$ cat src/rtl/startup_pkg.sv
package startup_pkg;

    typedef enum logic [1:0] {
        MODE_IMM     = 2'b00,
        MODE_DELAY   = 2'b01,
        MODE_EMU     = 2'b10,
        MODE_IMM_ALT = 2'b11
    } boot_mode_e;

    typedef enum logic [1:0] {
        ST_PWRUP   = 2'b00,
        ST_HOLD    = 2'b01,
        ST_EMULATE = 2'b10,
        ST_READY   = 2'b11
    } seq_state_e;

endpackage

$ cat src/rtl/startup_sync.sv
module startup_sync #(
    parameter int unsigned STAGES = 2
) (
    input  logic clk,
    input  logic clr,
    input  logic d,
    output logic q
);
    generate
        if (STAGES <= 1) begin : g_single
            logic stage_q;
            always_ff @(posedge clk) begin
                if (clr) stage_q <= 1'b0;
                else     stage_q <= d;
            end
            assign q = stage_q;
        end else begin : g_chain
            logic [STAGES-1:0] pipe_q;
            always_ff @(posedge clk) begin
                if (clr) pipe_q <= '0;
                else     pipe_q <= {pipe_q[STAGES-2:0], d};
            end
            assign q = pipe_q[STAGES-1];
        end
    endgenerate
endmodule

$ cat src/rtl/startup_hold_timer.sv
module startup_hold_timer #(
    parameter int unsigned HOLD_CYCLES = 100
) (
    input  logic clk,
    input  logic clr,
    input  logic en,
    output logic expired
);
    localparam int unsigned HW = (HOLD_CYCLES < 2) ? 1 : $clog2(HOLD_CYCLES);

    logic [HW-1:0] cnt_q;

    always_ff @(posedge clk) begin
        if (clr || !en) cnt_q <= '0;
        else if (!expired) cnt_q <= cnt_q + 1'b1;
    end

    assign expired = en && (cnt_q == HW'(HOLD_CYCLES - 1));


    hold_count_step_chk: assert property (@(posedge clk) disable iff (clr)
        ($past(en) && en && !$past(expired)) |-> (cnt_q == $past(cnt_q) + 1'b1));
endmodule

$ cat src/rtl/startup_cfg_counter.sv
module startup_cfg_counter #(
    parameter int unsigned CFG_BITS = 1024
) (
    input  logic clk,
    input  logic clr,
    input  logic en,
    input  logic start_s,
    input  logic cclk_s,
    output logic full
);
    localparam int unsigned CW = $clog2(CFG_BITS + 1);

    logic          prev_q;
    logic          rise;
    logic [CW-1:0] cnt_q;

    assign rise = cclk_s && !prev_q;

    always_ff @(posedge clk) begin
        if (clr) begin
            prev_q <= 1'b0;
            cnt_q  <= '0;
        end else begin
            prev_q <= cclk_s;
            if (!en || !start_s)
                cnt_q <= '0;
            else if (rise && !full)
                cnt_q <= cnt_q + 1'b1;
        end
    end

    assign full = (cnt_q == CW'(CFG_BITS));


    cnt_step_chk: assert property (@(posedge clk) disable iff (clr)
        (cnt_q != $past(cnt_q)) |-> ((cnt_q == $past(cnt_q) + 1'b1) || (cnt_q == '0)));


    gated_edge_chk: assert property (@(posedge clk) disable iff (clr)
        (!start_s) |=> (cnt_q == '0));
endmodule

$ cat src/rtl/startup_seq.sv
module startup_seq
    import startup_pkg::*;
#(
    parameter int unsigned CLK_HZ      = 100_000_000,
    parameter int unsigned HOLD_MS     = 50,
    parameter int unsigned CFG_BITS    = 1_000_000,
    parameter int unsigned SYNC_STAGES = 2
) (
    input  logic       clk,
    input  logic       por_i,
    input  logic [1:0] mode_strap_i,
    input  logic       cfg_start_i,
    input  logic       cfg_clk_i,
    output logic       user_rst_o,
    output logic       done_oe_o,
    output logic       done_val_o
);
    localparam int unsigned HOLD_RAW    = (CLK_HZ / 1000) * HOLD_MS;
    localparam int unsigned HOLD_CYCLES = (HOLD_RAW == 0) ? 1 : HOLD_RAW;

    boot_mode_e mode_q;
    seq_state_e state_q, state_d;
    logic       start_s, cclk_s;
    logic       hold_done, cnt_full;
    logic       hold_run, emu_run, released;

    // strap capture: transparent during power-on reset, frozen afterwards
    always_ff @(posedge clk) begin
        if (por_i) mode_q <= boot_mode_e'(mode_strap_i);
    end

    startup_sync #(.STAGES(SYNC_STAGES)) u_sync_start (
        .clk(clk), .clr(por_i), .d(cfg_start_i), .q(start_s)
    );

    startup_sync #(.STAGES(SYNC_STAGES)) u_sync_cclk (
        .clk(clk), .clr(por_i), .d(cfg_clk_i), .q(cclk_s)
    );

    startup_hold_timer #(.HOLD_CYCLES(HOLD_CYCLES)) u_hold (
        .clk(clk), .clr(por_i), .en(hold_run), .expired(hold_done)
    );

    startup_cfg_counter #(.CFG_BITS(CFG_BITS)) u_cfgcnt (
        .clk(clk), .clr(por_i), .en(emu_run), .start_s(start_s),
        .cclk_s(cclk_s), .full(cnt_full)
    );

    // state register
    always_ff @(posedge clk) begin
        if (por_i) state_q <= ST_PWRUP;
        else       state_q <= state_d;
    end

    // transitions
    always_comb begin
        state_d = state_q;
        unique case (state_q)
            ST_PWRUP: begin
                unique case (mode_q)
                    MODE_IMM, MODE_IMM_ALT: state_d = ST_READY;
                    MODE_DELAY:             state_d = ST_HOLD;
                    MODE_EMU:               state_d = ST_EMULATE;
                endcase
            end
            ST_HOLD:    if (hold_done) state_d = ST_READY;
            ST_EMULATE: if (cnt_full)  state_d = ST_READY;
            ST_READY:   if (mode_q == MODE_EMU && !start_s) state_d = ST_EMULATE;
        endcase
    end

    // outputs
    always_comb begin
        hold_run = (state_q == ST_HOLD);
        emu_run  = (state_q == ST_EMULATE);
        released = (state_q == ST_READY);
    end

    assign user_rst_o = !released;
    assign done_oe_o  = !released;
    assign done_val_o = 1'b0;


    mode_hold_chk: assert property (@(posedge clk) disable iff (por_i)
        !$past(por_i) |-> $stable(mode_q));


    imm_release_chk: assert property (@(posedge clk) disable iff (por_i)
        (state_q == ST_PWRUP && (mode_q == MODE_IMM || mode_q == MODE_IMM_ALT))
        |=> !done_oe_o);


    hold_exit_chk: assert property (@(posedge clk) disable iff (por_i)
        (state_q == ST_READY && $past(state_q) == ST_HOLD) |-> $past(hold_done));


    emu_exit_chk: assert property (@(posedge clk) disable iff (por_i)
        (state_q == ST_READY && $past(state_q) == ST_EMULATE) |-> $past(cnt_full));


    restart_chk: assert property (@(posedge clk) disable iff (por_i)
        (state_q == ST_READY && mode_q == MODE_EMU && !start_s) |=> (state_q == ST_EMULATE));
endmodule

$ cat config.mk
export PLATFORM = sky130hd
export DESIGN_NAME = startup_seq
export DESIGN_NICKNAME = d
export VERILOG_FILES = /design/src/rtl/startup_pkg.sv /design/src/rtl/startup_sync.sv /design/src/rtl/startup_hold_timer.sv /design/src/rtl/startup_cfg_counter.sv /design/src/rtl/startup_seq.sv
export SDC_FILE = /design/constraint.sdc
export NUM_CORES = 1
export LEC_CHECK = 0
export BUFFER_PORTS_ARGS = -buffer_cell sky130_fd_sc_hd__buf_2
export CELL_PAD_IN_SITES_DETAIL_PLACEMENT = 1
export CELL_PAD_IN_SITES_GLOBAL_PLACEMENT = 1
export CORE_UTILIZATION = 44
export CTS_CLUSTER_DIAMETER = 40
export DETAILED_ROUTE_END_ITERATION = 8
export PLACE_DENSITY = 0.76
export SLEW_MARGIN = 10
export SYNTH_ARGS = -nofsm -noshare
export SYNTH_HDL_FRONTEND = slang
export SYNTH_SLANG_ARGS = --single-unit
$ cat constraint.sdc
create_clock -name clk -period 2.6 [get_ports clk]
set_clock_uncertainty 0.15 [all_clocks]
set_input_delay 0.13 -clock clk [delete_from_list [all_inputs] [get_ports clk]]
set_output_delay 0.13 -clock clk [all_outputs]
set_load 0.1 [all_outputs]
==> flow_summary_export.csv, run 1 <==
group,metric,value,unit
power_and_ir_drop,switching_share,0.288,
timing,min_period,2.21,ns
power_and_ir_drop,clkPwrFrac,0.309,
place,post-dp-hpwl,3790,um
clocking,htreeDepth,2,
clocking,post_cts_resized,0,
power_and_ir_drop,internal_power,1.10,mW
logic_synthesis,synth_top_cell_area_share,0.394,
flow_run,maxCapViolCount,0,
timing,drv_slew,0,
floorplan,initial_utilization,0.459,
worst_setup_path,cp.arrival,2.29,ns
logic_synthesis,synth_area_per_cell,8.80,um2
final_layout,fin_nets,312,
logic_synthesis,synthArstFlopShare,0,
logic_synthesis,synth.distinct_cells,48,
logic_synthesis,synth-edff-count,2,
clocking,clock-sinks,52,
worst_setup_path,end_kind,"flip-flop",
routing,vias_per_cell,5.49,
status,status,"finished clean",
global_routing,first_global_vias,2018,
power_and_ir_drop,irDropWorstVdd,0.303,mV
global_routing,grt_start_max_net_pins,24,
timing,finalSetupTns,0,ns
clocking,cts_hold_buf,4,
worst_setup_path,crit_required,2.68,ns
timing,worstMarginPinSlew,0.507,ns
final_layout,n_antenna_cell,0,
global_routing,overflow,0,
floorplan,fp.dieW,78.0,um
routing,first_pass_iters,4,
place,gp_congestion,0.729,
timing,rsz0062_at_grt,"false",
clocking,cts-root-buf,"clkbuf_8",
worst_setup_path,max_stage_delay,0.52,ns
routing,drc,0,
worst_hold_path,hold_class,"in -> reg",
clocking,clock_path_buffers,2,
logic_synthesis,ys_seq_elements,52,
logic_synthesis,synthTopCellsByArea,"dfxtp_1 (39%), nor2_1 (5.2%), xnor2_1 (4.1%)",
worst_setup_path,worstSetupStartpointType,"flip-flop",
worst_setup_path,crit_slowest_cell,"or4_1",
clocking,cts_tree,"yes",
floorplan,io_pins,9,
routing,wl,5390,um
routing,wl_per_cell,14.5,um
logic_synthesis,synthesis.area,0.00254,mm2
power_and_ir_drop,comb_power_share,0.146,
power_and_ir_drop,power_switching,0.444,mW
routing,dr_total_vias,2044,
global_routing,grt_pass1_wl,9660,um
logic_synthesis,ys_seq_area_frac,0.417,
worst_setup_path,crit_type,"reg -> reg",
final_layout,multi_input_area,0.00136,mm2
logic_synthesis,synth_common_cells,"dfxtp_1 (50), nor2_1 (35), nand2_1 (17), inv_1 (14)",
routing,drtIter0Drc,61,
global_routing,grt.total_usage,0.196,
clocking,cts_setup_buffers,0,
timing,fmax,0.452,GHz
worst_setup_path,critPathMaxFanout,23,
timing,final-setup-viol-count,0,
power_and_ir_drop,power.density,559,mW/mm2
power_and_ir_drop,fin_total_pwr,1.54,mW
logic_synthesis,synth_cells,289,
logic_synthesis,synth_top_area_cell,"dfxtp_1",
logic_synthesis,yosysMostFrequentCell,"dfxtp_1",
logic_synthesis,ys_warn_count,0,
final_layout,fillers,681,
final_layout,areaGrowthSynthToFinish,8.36,%
floorplan,core_area,0.00554,mm2
global_routing,antenna_found_initial,0,
floorplan,num_rows,27,
power_and_ir_drop,p_seq_frac,0.545,
power_and_ir_drop,leakage,0.844,nW
clocking,path_clk_slew,0.10,ns
worst_setup_path,cp_cell_sequence,"inv_1 -> ha_1 -> and4b_4 -> nand3_4 -> o21ai_2 -> buf_4 -> or4_1 -> a21oi_1",
routing,drtAntennaViolNets,0,
clocking,insertion_delay,0.30,ns
timing,relSlewSlack,0.661,
final_layout,drive_gt1_frac,0.0800,
final_layout,regArea,0.00106,mm2
clocking,cts_buffers,5,
logic_synthesis,ys.flop_type,"dfxtp_1",
floorplan,die_h,78.0,um
timing,min_period_over_period,0.851,
floorplan,die_area,0.00609,mm2
place,numPortBuffers,7,
logic_synthesis,synth_nets,302,
timing,hold_viol,0,
[routing by layer]
metal  routed length (um)  GRT usage  part of all wire
met1                 2600      0.257              0.48
met2                 2630      0.338              0.49
met3                  122     0.0349             0.023
met4                   40     0.0389            0.0074
met5                    0          0                 0
[power groups by stage]
stage / clock network, mW / registers, mW / logic [mW]
2_1_floorplan: 0 / 0.854 / 0.185
3_3_place_gp: 0 / 0.858 / 0.223
3_5_place_dp: 0 / 0.859 / 0.222
4_1_cts: 0.490 / 0.840 / 0.227
5_1_grt: 0.533 / 0.843 / 0.251
6_report: 0.476 / 0.840 / 0.225
[cells in the final DEF, fill, tap and decap left out, types with 4 or more instances in the layout]
cell type / instances
nand3_1: 12
o21ai_0: 6
clkbuf_8: 5
and3_1: 4
nor2b_1: 5
o211ai_1: 5
a21oi_1: 12
inv_1: 14
dlygate4sd3_1: 4
dfxtp_1: 50
xnor2_1: 12
ha_1: 7
nand4_1: 10
nor2_1: 35
buf_2: 7
xor2_1: 11
nand2_1: 17
or3_1: 8
o31a_1: 4
nor4_1: 7
nor3_1: 9
mux2i_1: 4
o31ai_1: 6
or4_1: 6
[final cells by class]
type                            count  share of cell area
Clock inverter                      3             0.00817
Inverter                           14              0.0191
Multi-Input combinational cell    212               0.495
Clock buffer                        5              0.0250
Sequential cell                    52               0.385
Timing Repair Buffer               14              0.0354
Tap cell                           72              0.0327
[sequential cells by signal (all words and copies together), names as in the netlist]
signal,cells
u_cfgcnt.cnt_q,20
u_hold.cnt_q,23
u_sync_start.g_chain.pipe_q,2
u_sync_cclk.g_chain.pipe_q,2
state_q,2
u_cfgcnt.prev_q,1
mode_q,2
[metrics by stage]
step | cell area [um2] | hold slack [ns] | utilization | cells | worst slack (ns)
after detailed placement | 2630 | 0.159 | 0.474 | 360 | 0.432
after floorplan | 2540 | 0.0789 | - | 289 | 0.660
after global routing | 2760 | 0.0437 | 0.498 | 372 | 0.226
after CTS | 2760 | 0.0236 | 0.498 | 372 | 0.395
after global placement | 2630 | 0.157 | 0.474 | 360 | 0.509
final | 2760 | 0.0200 | 0.498 | 372 | 0.388
[critical path: cells and delay by family (launching register included)]
family | cells | cell delay (ns)
fa+ha+maj | 1 | 0.20
simple gates | 3 | 0.85
buf+inv | 2 | 0.32
compound gates | 2 | 0.24
flops | 1 | 0.39
[worst paths after layout]
| path | endpoint | startpoint | depth (start not counted) | slack [ns] |
|---|---|---|---|---|
| min | u_sync_start.g_chain.pipe_q[1] | por_i | 2 | 0.02 |
| max | u_cfgcnt.cnt_q[6] | u_cfgcnt.cnt_q[0] | 8 | 0.39 |
| min reg2reg | u_sync_start.g_chain.pipe_q[1] | u_sync_start.g_chain.pipe_q[0] | 1 | 0.30 |
| max reg2reg | u_cfgcnt.cnt_q[6] | u_cfgcnt.cnt_q[0] | 8 | 0.39 |
[logic make-up after synthesis]
group	count (synthesis)	synth area share
other cells	1	0.00147
xor+xnor	23	0.0792
compound gates	45	0.119
simple gates	131	0.282
flops	52	0.417
mux	5	0.0202
buf+inv	25	0.0467
fa+ha+maj	7	0.0344
No activity file was read; power rests on OpenSTA's default activity.
==> run 2, diff against run 1 <==
--- a/config.mk
+++ b/config.mk
@@ -12,6 +12,7 @@
 export CTS_CLUSTER_DIAMETER = 40
 export DETAILED_ROUTE_END_ITERATION = 8
 export PLACE_DENSITY = 0.76
+export SETUP_SLACK_MARGIN = 0.4
 export SLEW_MARGIN = 10
 export SYNTH_ARGS = -nofsm -noshare
 export SYNTH_HDL_FRONTEND = slang
==> flow_summary_export.csv, run 2 (same netlist as run 1, synthesis figures left out) <==
group,metric,value,unit
timing,min_period_over_period,0.821,
global_routing,antenna_found_initial,0,
global_routing,grt_util_met1,0.257,
clocking,clock-sinks,52,
clocking,cts-root-buf,"clkbuf_8",
worst_setup_path,max_stage_delay,0.51,ns
timing,hold_viol,0,
timing,setup_ws,0.466,ns
global_routing,grt_start_max_net_pins,24,
floorplan,core_area,0.00554,mm2
final_layout,top_regs,"u_hold.cnt_q: 23 flops, u_cfgcnt.cnt_q: 20 flops",
clocking,clock_path_buffers,2,
final_layout,drive_gt1_frac,0.0960,
place,placed_cell_area,0.00263,mm2
floorplan,num_rows,27,
routing,wl_per_cell,14.5,um
final_layout,fillers,676,
floorplan,die_area,0.00609,mm2
status,status,"finished clean",
routing,dr_total_vias,2066,
place,place_ws,0.432,ns
global_routing,grt.total_usage,0.196,
final_layout,n_antenna_cell,0,
floorplan,initial_utilization,0.459,
global_routing,overflow,0,
floorplan,io_pins,9,
final_layout,fin_nets,314,
timing,finalSetupTns,0,ns
flow_run,maxCapViolCount,0,
global_routing,grt_most_used_layer,"met2",
worst_setup_path,critPathMaxFanout,23,
worst_setup_path,crit_required,2.68,ns
clocking,cts_tree,"yes",
power_and_ir_drop,leakage,0.855,nW
clocking,path_clk_slew,0.10,ns
worst_setup_path,cp.arrival,2.21,ns
place,gp_congestion,0.729,
timing,drv_slew,0,
floorplan,fp.dieW,78.0,um
worst_setup_path,end_kind,"flip-flop",
worst_setup_path,crit_type,"reg -> reg",
timing,relSlewSlack,0.663,
global_routing,met3_usage,0.0349,
clocking,insertion_delay,0.30,ns
global_routing,grt_pass1_wl,9660,um
final_layout,areaGrowthSynthToFinish,9.40,%
timing,min_period,2.13,ns
timing,fmax,0.469,GHz
place,numPortBuffers,7,
timing,final-setup-viol-count,0,
floorplan,die_h,78.0,um
routing,wl,5440,um
power_and_ir_drop,power.density,553,mW/mm2
worst_setup_path,crit_slowest_cell,"or4_1",
final_layout,final_cells,374,
global_routing,grtUsageMet2,0.338,
final_layout,largest-register,"u_hold.cnt_q",
worst_hold_path,hold_class,"in -> reg",
final_layout,final_area,0.00278,mm2
final_layout,largest_reg_flops,23,
global_routing,first_global_vias,2018,
routing,vias_per_cell,5.52,
worst_setup_path,cp_cell_sequence,"inv_1 -> ha_1 -> and4b_4 -> nand3_4 -> o21ai_2 -> buf_6 -> or4_1 -> a21oi_1",
timing,worstMarginPinSlew,0.503,ns
routing,drc,0,
final_layout,final_cell_mix,"dfxtp_1 (48), nor2_1 (35), nand2_1 (17), inv_1 (14)",
worst_setup_path,worstSetupStartpointType,"flip-flop",
place,place_inst,360,
timing,rsz0062_at_grt,"true",
clocking,htreeDepth,2,
power_and_ir_drop,irDropWorstVdd,0.303,mV
final_layout,utilization,0.502,
final_layout,mostFrequentLayoutCell,"dfxtp_1",
routing,first_pass_iters,4,
routing,drtAntennaViolNets,0,
routing,drtIter0Drc,52,
clocking,cts_buffers,5,
place,post-dp-hpwl,3790,um
[run 2: changes by cell type in the layout (fill, tap and decap cells not counted), sizes merged]
cell	change
buf	+2
[run 2: per-stage QoR]
step,power [mW],hold slack (ns)
after CTS,1.56,0.0236
after floorplan,1.04,0.0789
final,1.54,0.0236
after global routing,1.63,0.0437
after detailed placement,1.08,0.159
after global placement,1.08,0.157
[run 2: repair_timing]
action | 4_1_cts | 5_1_grt
buffers inserted | 0 | 2
pin swaps | 0 | 1
gates resized for setup | 2 | 2
hold buffers | 4 | 0
endpoints found under the hold margin | 4 | 0
setup endpoints to repair | 1 | 16
[run 2: final timing paths]
| check | cells after the start | start | end | slack, ns |
|---|---|---|---|---|
| worst max register to register | 8 | u_cfgcnt.cnt_q[0] | u_cfgcnt.cnt_q[6] | 0.47 |
| worst min-delay path | 2 | por_i | u_sync_start.g_chain.pipe_q[1] | 0.02 |
| worst max-delay path | 8 | u_cfgcnt.cnt_q[0] | u_cfgcnt.cnt_q[6] | 0.47 |
| worst min register to register | 1 | u_sync_start.g_chain.pipe_q[0] | u_sync_start.g_chain.pipe_q[1] | 0.30 |
[run 2: worst max-delay path, delay by kind of cell, from the launching register on]
| family | cells | cell delay [ns] |
|---|---|---|
| buffers and inverters | 2 | 0.26 |
| flip-flops | 1 | 0.36 |
| AND/OR/NAND/NOR | 3 | 0.84 |
| adder cells (fa/ha/maj) | 1 | 0.20 |
| AO/OA/AOI/OAI | 2 | 0.24 |
[run 2: power by group]
part           switching (mW)  internal [mW]
sequential             0.0166          0.823
combinational           0.146         0.0797
clock                   0.280          0.194
total                   0.443           1.10
[run 2: layout make-up]
class                   count  area, um2  area share
well taps                  72       90.1      0.0324
repair buffers             16        116      0.0418
clock inverters             3       22.5     0.00809
multi-input cells         212       1370       0.492
flip-flops and latches     52       1060       0.382
inverters                  14       52.6      0.0189
clock buffers               5       68.8      0.0247
[run 2: routing by layer]
layer | vias up | wire length [um]
li1 | 1054 | -
met1 | 1002 | 2670
met2 | 8 | 2680
met3 | 2 | 67
met4 | 0 | 24
met5 | - | 0
==> run 3, diff against run 2 <==
--- a/config.mk
+++ b/config.mk
@@ -5,13 +5,14 @@
 export SDC_FILE = /design/constraint.sdc
 export NUM_CORES = 1
 export LEC_CHECK = 0
+export ABC_AREA = 1
 export BUFFER_PORTS_ARGS = -buffer_cell sky130_fd_sc_hd__buf_2
 export CELL_PAD_IN_SITES_DETAIL_PLACEMENT = 1
 export CELL_PAD_IN_SITES_GLOBAL_PLACEMENT = 1
 export CORE_UTILIZATION = 44
 export CTS_CLUSTER_DIAMETER = 40
 export DETAILED_ROUTE_END_ITERATION = 8
-export PLACE_DENSITY = 0.76
+export PLACE_DENSITY = 0.8
 export SETUP_SLACK_MARGIN = 0.4
 export SLEW_MARGIN = 10
 export SYNTH_ARGS = -nofsm -noshare
==> constraint.sdc (replaced) <==
create_clock -name clk -period 2.05 [get_ports clk]
set_clock_uncertainty 0.15 [all_clocks]
set_input_delay 0.1025 -clock clk [delete_from_list [all_inputs] [get_ports clk]]
set_output_delay 0.1025 -clock clk [all_outputs]
set_load 0.1 [all_outputs]
==> flow_summary_export.csv, run 3 <==
group,metric,value,unit
status,status,"finished clean",
timing,drv_slew,0,
logic_synthesis,synth_nets,429,
logic_synthesis,synth.distinct_cells,33,
worst_setup_path,cp.arrival,1.79,ns
clocking,insertion_delay,0.31,ns
logic_synthesis,ys.flop_type,"dfxtp_1",
logic_synthesis,synthArstFlopShare,0,
logic_synthesis,synth_cells,416,
power_and_ir_drop,leakage,1.27,nW
power_and_ir_drop,comb_power_share,0.204,
timing,final-setup-viol-count,0,
final_layout,fin_nets,460,
timing,min_period_over_period,0.827,
clocking,cts-root-buf,"clkbuf_8",
clocking,htreeDepth,2,
power_and_ir_drop,switching_share,0.313,
final_layout,final_cell_mix,"nand2_1 (115), nor2_1 (54), inv_1 (38), dfxtp_1 (34), a21oi_1 (30)",
logic_synthesis,synthesis.area,0.00280,mm2
final_layout,areaGrowthSynthToFinish,24.2,%
logic_synthesis,synth_top_area_cell,"dfxtp_1",
timing,hold_viol,0,
final_layout,n_antenna_cell,0,
routing,drc,0,
worst_setup_path,critPathMaxFanout,8,
timing,min_period,1.69,ns
logic_synthesis,yosysMostFrequentCell,"nand2_1",
place,place_inst,495,
power_and_ir_drop,irDropWorstVdd,0.543,mV
clocking,clock-sinks,52,
floorplan,initial_utilization,0.465,
final_layout,top_regs,"u_hold.cnt_q: 23 flops, u_cfgcnt.cnt_q: 20 flops",
logic_synthesis,synth_common_cells,"nand2_1 (120), nor2_1 (65), dfxtp_1 (50), inv_1 (44), a21oi_1 (37)",
floorplan,core_area,0.00603,mm2
place,gp_congestion,0.817,
worst_setup_path,crit_type,"reg -> reg",
timing,fmax,0.590,GHz
floorplan,die_area,0.00669,mm2
power_and_ir_drop,internal_power,1.55,mW
routing,first_pass_iters,4,
routing,drtAntennaViolNets,0,
worst_setup_path,worstSetupStartpointType,"flip-flop",
worst_setup_path,crit_required,2.14,ns
final_layout,mostFrequentLayoutCell,"nand2_1",
clocking,path_clk_slew,0.10,ns
global_routing,overflow,0,
floorplan,fp.dieW,81.8,um
logic_synthesis,ys_warn_count,0,
routing,wl_per_cell,15.8,um
routing,wl,8250,um
global_routing,grt.total_usage,0.231,
power_and_ir_drop,power_switching,0.706,mW
floorplan,die_h,81.8,um
timing,finalSetupTns,0,ns
worst_hold_path,hold_class,"reg -> reg",
routing,drtIter0Drc,84,
flow_run,maxCapViolCount,0,
floorplan,io_pins,9,
power_and_ir_drop,p_seq_frac,0.472,
final_layout,largest_reg_flops,23,
global_routing,antenna_found_initial,0,
global_routing,grt_pass1_wl,12000,um
worst_setup_path,end_kind,"flip-flop",
floorplan,num_rows,28,
routing,dr_total_vias,2760,
logic_synthesis,synth_area_per_cell,6.73,um2
clocking,cts_buffers,5,
final_layout,drive_gt1_frac,0.230,
logic_synthesis,ys_seq_elements,52,
clocking,cts_tree,"yes",
logic_synthesis,ys_seq_area_frac,0.379,
routing,vias_per_cell,5.28,
clocking,clock_path_buffers,2,
final_layout,final_cells,523,
global_routing,grt_start_max_net_pins,19,
final_layout,largest-register,"u_hold.cnt_q",
logic_synthesis,synthTopCellsByArea,"dfxtp_1 (36%), nand2_1 (16%), nor2_1 (8.7%)",
place,numPortBuffers,7,
timing,rsz0062_at_grt,"true",
global_routing,first_global_vias,2643,
place,post-dp-hpwl,5070,um
power_and_ir_drop,clkPwrFrac,0.324,
logic_synthesis,synth-edff-count,2,
power_and_ir_drop,power.density,649,mW/mm2
logic_synthesis,synth_top_cell_area_share,0.357,
[run 3: changes by cell type after synthesis, sizes merged, moves of 6 or more]
cell	delta
o31ai	-6
nor2	+33
nor4	-6
or4	-6
nand4	-7
a21oi	+25
nand2	+104
or3	-8
nand3	+10
inv	+33
[run 3: kinds of logic (layout without fill, tap and decap cells)]
kind of cell | Yosys count | in the layout | share of synthesized area
compound gates | 54 | 54 | 0.0987
xor+xnor | 16 | 16 | 0.0500
fa+ha+maj | 7 | 7 | 0.0313
buf+inv | 55 | 87 | 0.0844
flops | 52 | 52 | 0.379
other cells | 1 | 1 | 0.00134
simple gates | 231 | 231 | 0.356
[run 3: repair_timing]
item	in CTS	in global routing
endpoints found under the hold margin	9	0
hold buffers	7	0
gates resized for setup	23	66
pin swaps	4	21
buffers inserted	4	9
cloned	0	0
setup endpoints to repair	38	43
[run 3: worst paths after layout]
kind	start	endpoint	slack, ns	depth (start not counted)
max	u_cfgcnt.cnt_q[6]	u_cfgcnt.cnt_q[4]	0.36	10
min	u_sync_cclk.g_chain.pipe_q[0]	u_sync_cclk.g_chain.pipe_q[1]	0.30	2
max reg2reg	u_cfgcnt.cnt_q[6]	u_cfgcnt.cnt_q[4]	0.36	10
min reg2reg	u_sync_cclk.g_chain.pipe_q[0]	u_sync_cclk.g_chain.pipe_q[1]	0.30	2
[run 3: critical path, cell delays in order, from the launching register on]
cell	delay [ns]
dfxtp_2	0.37
inv_1	0.08
nor2_1	0.11
nand2_1	0.08
nor2_2	0.18
nand3_4	0.11
nand2_4	0.10
buf_8	0.13
buf_8	0.13
nand2_1	0.06
a21oi_1	0.12
[run 3: power groups by stage]
stage | clock (mW) | combinational, mW | sequential [mW]
2_1_floorplan | 0 | 0.287 | 1.09
3_3_place_gp | 0 | 0.343 | 1.09
3_5_place_dp | 0 | 0.368 | 1.09
4_1_cts | 0.742 | 0.404 | 1.07
5_1_grt | 0.780 | 0.494 | 1.07
6_report | 0.731 | 0.462 | 1.06
[run 3: per-stage QoR]
| stage | worst slack [ns] | hold slack [ns] | cell area (um2) | total power, mW | utilization |
|---|---|---|---|---|---|
| 2_1_floorplan | 0.422 | 0.0237 | 2810 | 1.37 | - |
| 3_3_place_gp | 0.205 | 0.131 | 2910 | 1.43 | 0.483 |
| 3_5_place_dp | 0.162 | 0.134 | 2910 | 1.46 | 0.483 |
| 4_1_cts | 0.356 | 0.267 | 3210 | 2.21 | 0.533 |
| 5_1_grt | 0.269 | 0.327 | 3480 | 2.35 | 0.577 |
| 6_report | 0.355 | 0.295 | 3480 | 2.26 | 0.577 |
[run 3: per-layer routing]
metal	share of wire	up-vias	routed length, um	track usage
met5	0	-	0	0
met4	0.030	0	250	0.0596
met3	0.024	27	201	0.0356
met2	0.53	43	4370	0.433
met1	0.42	1325	3420	0.270
li1	-	1365	-	-
[run 3: area by class of cell]
type / count / area (um2)
Clock buffer: 5 / 68.8
Clock inverter: 3 / 42.5
Fill cell: 794 / 2550
Inverter: 47 / 190
Multi-Input combinational cell: 309 / 1700
Sequential cell: 52 / 1100
Tap cell: 75 / 93.8
Timing Repair Buffer: 32 / 292
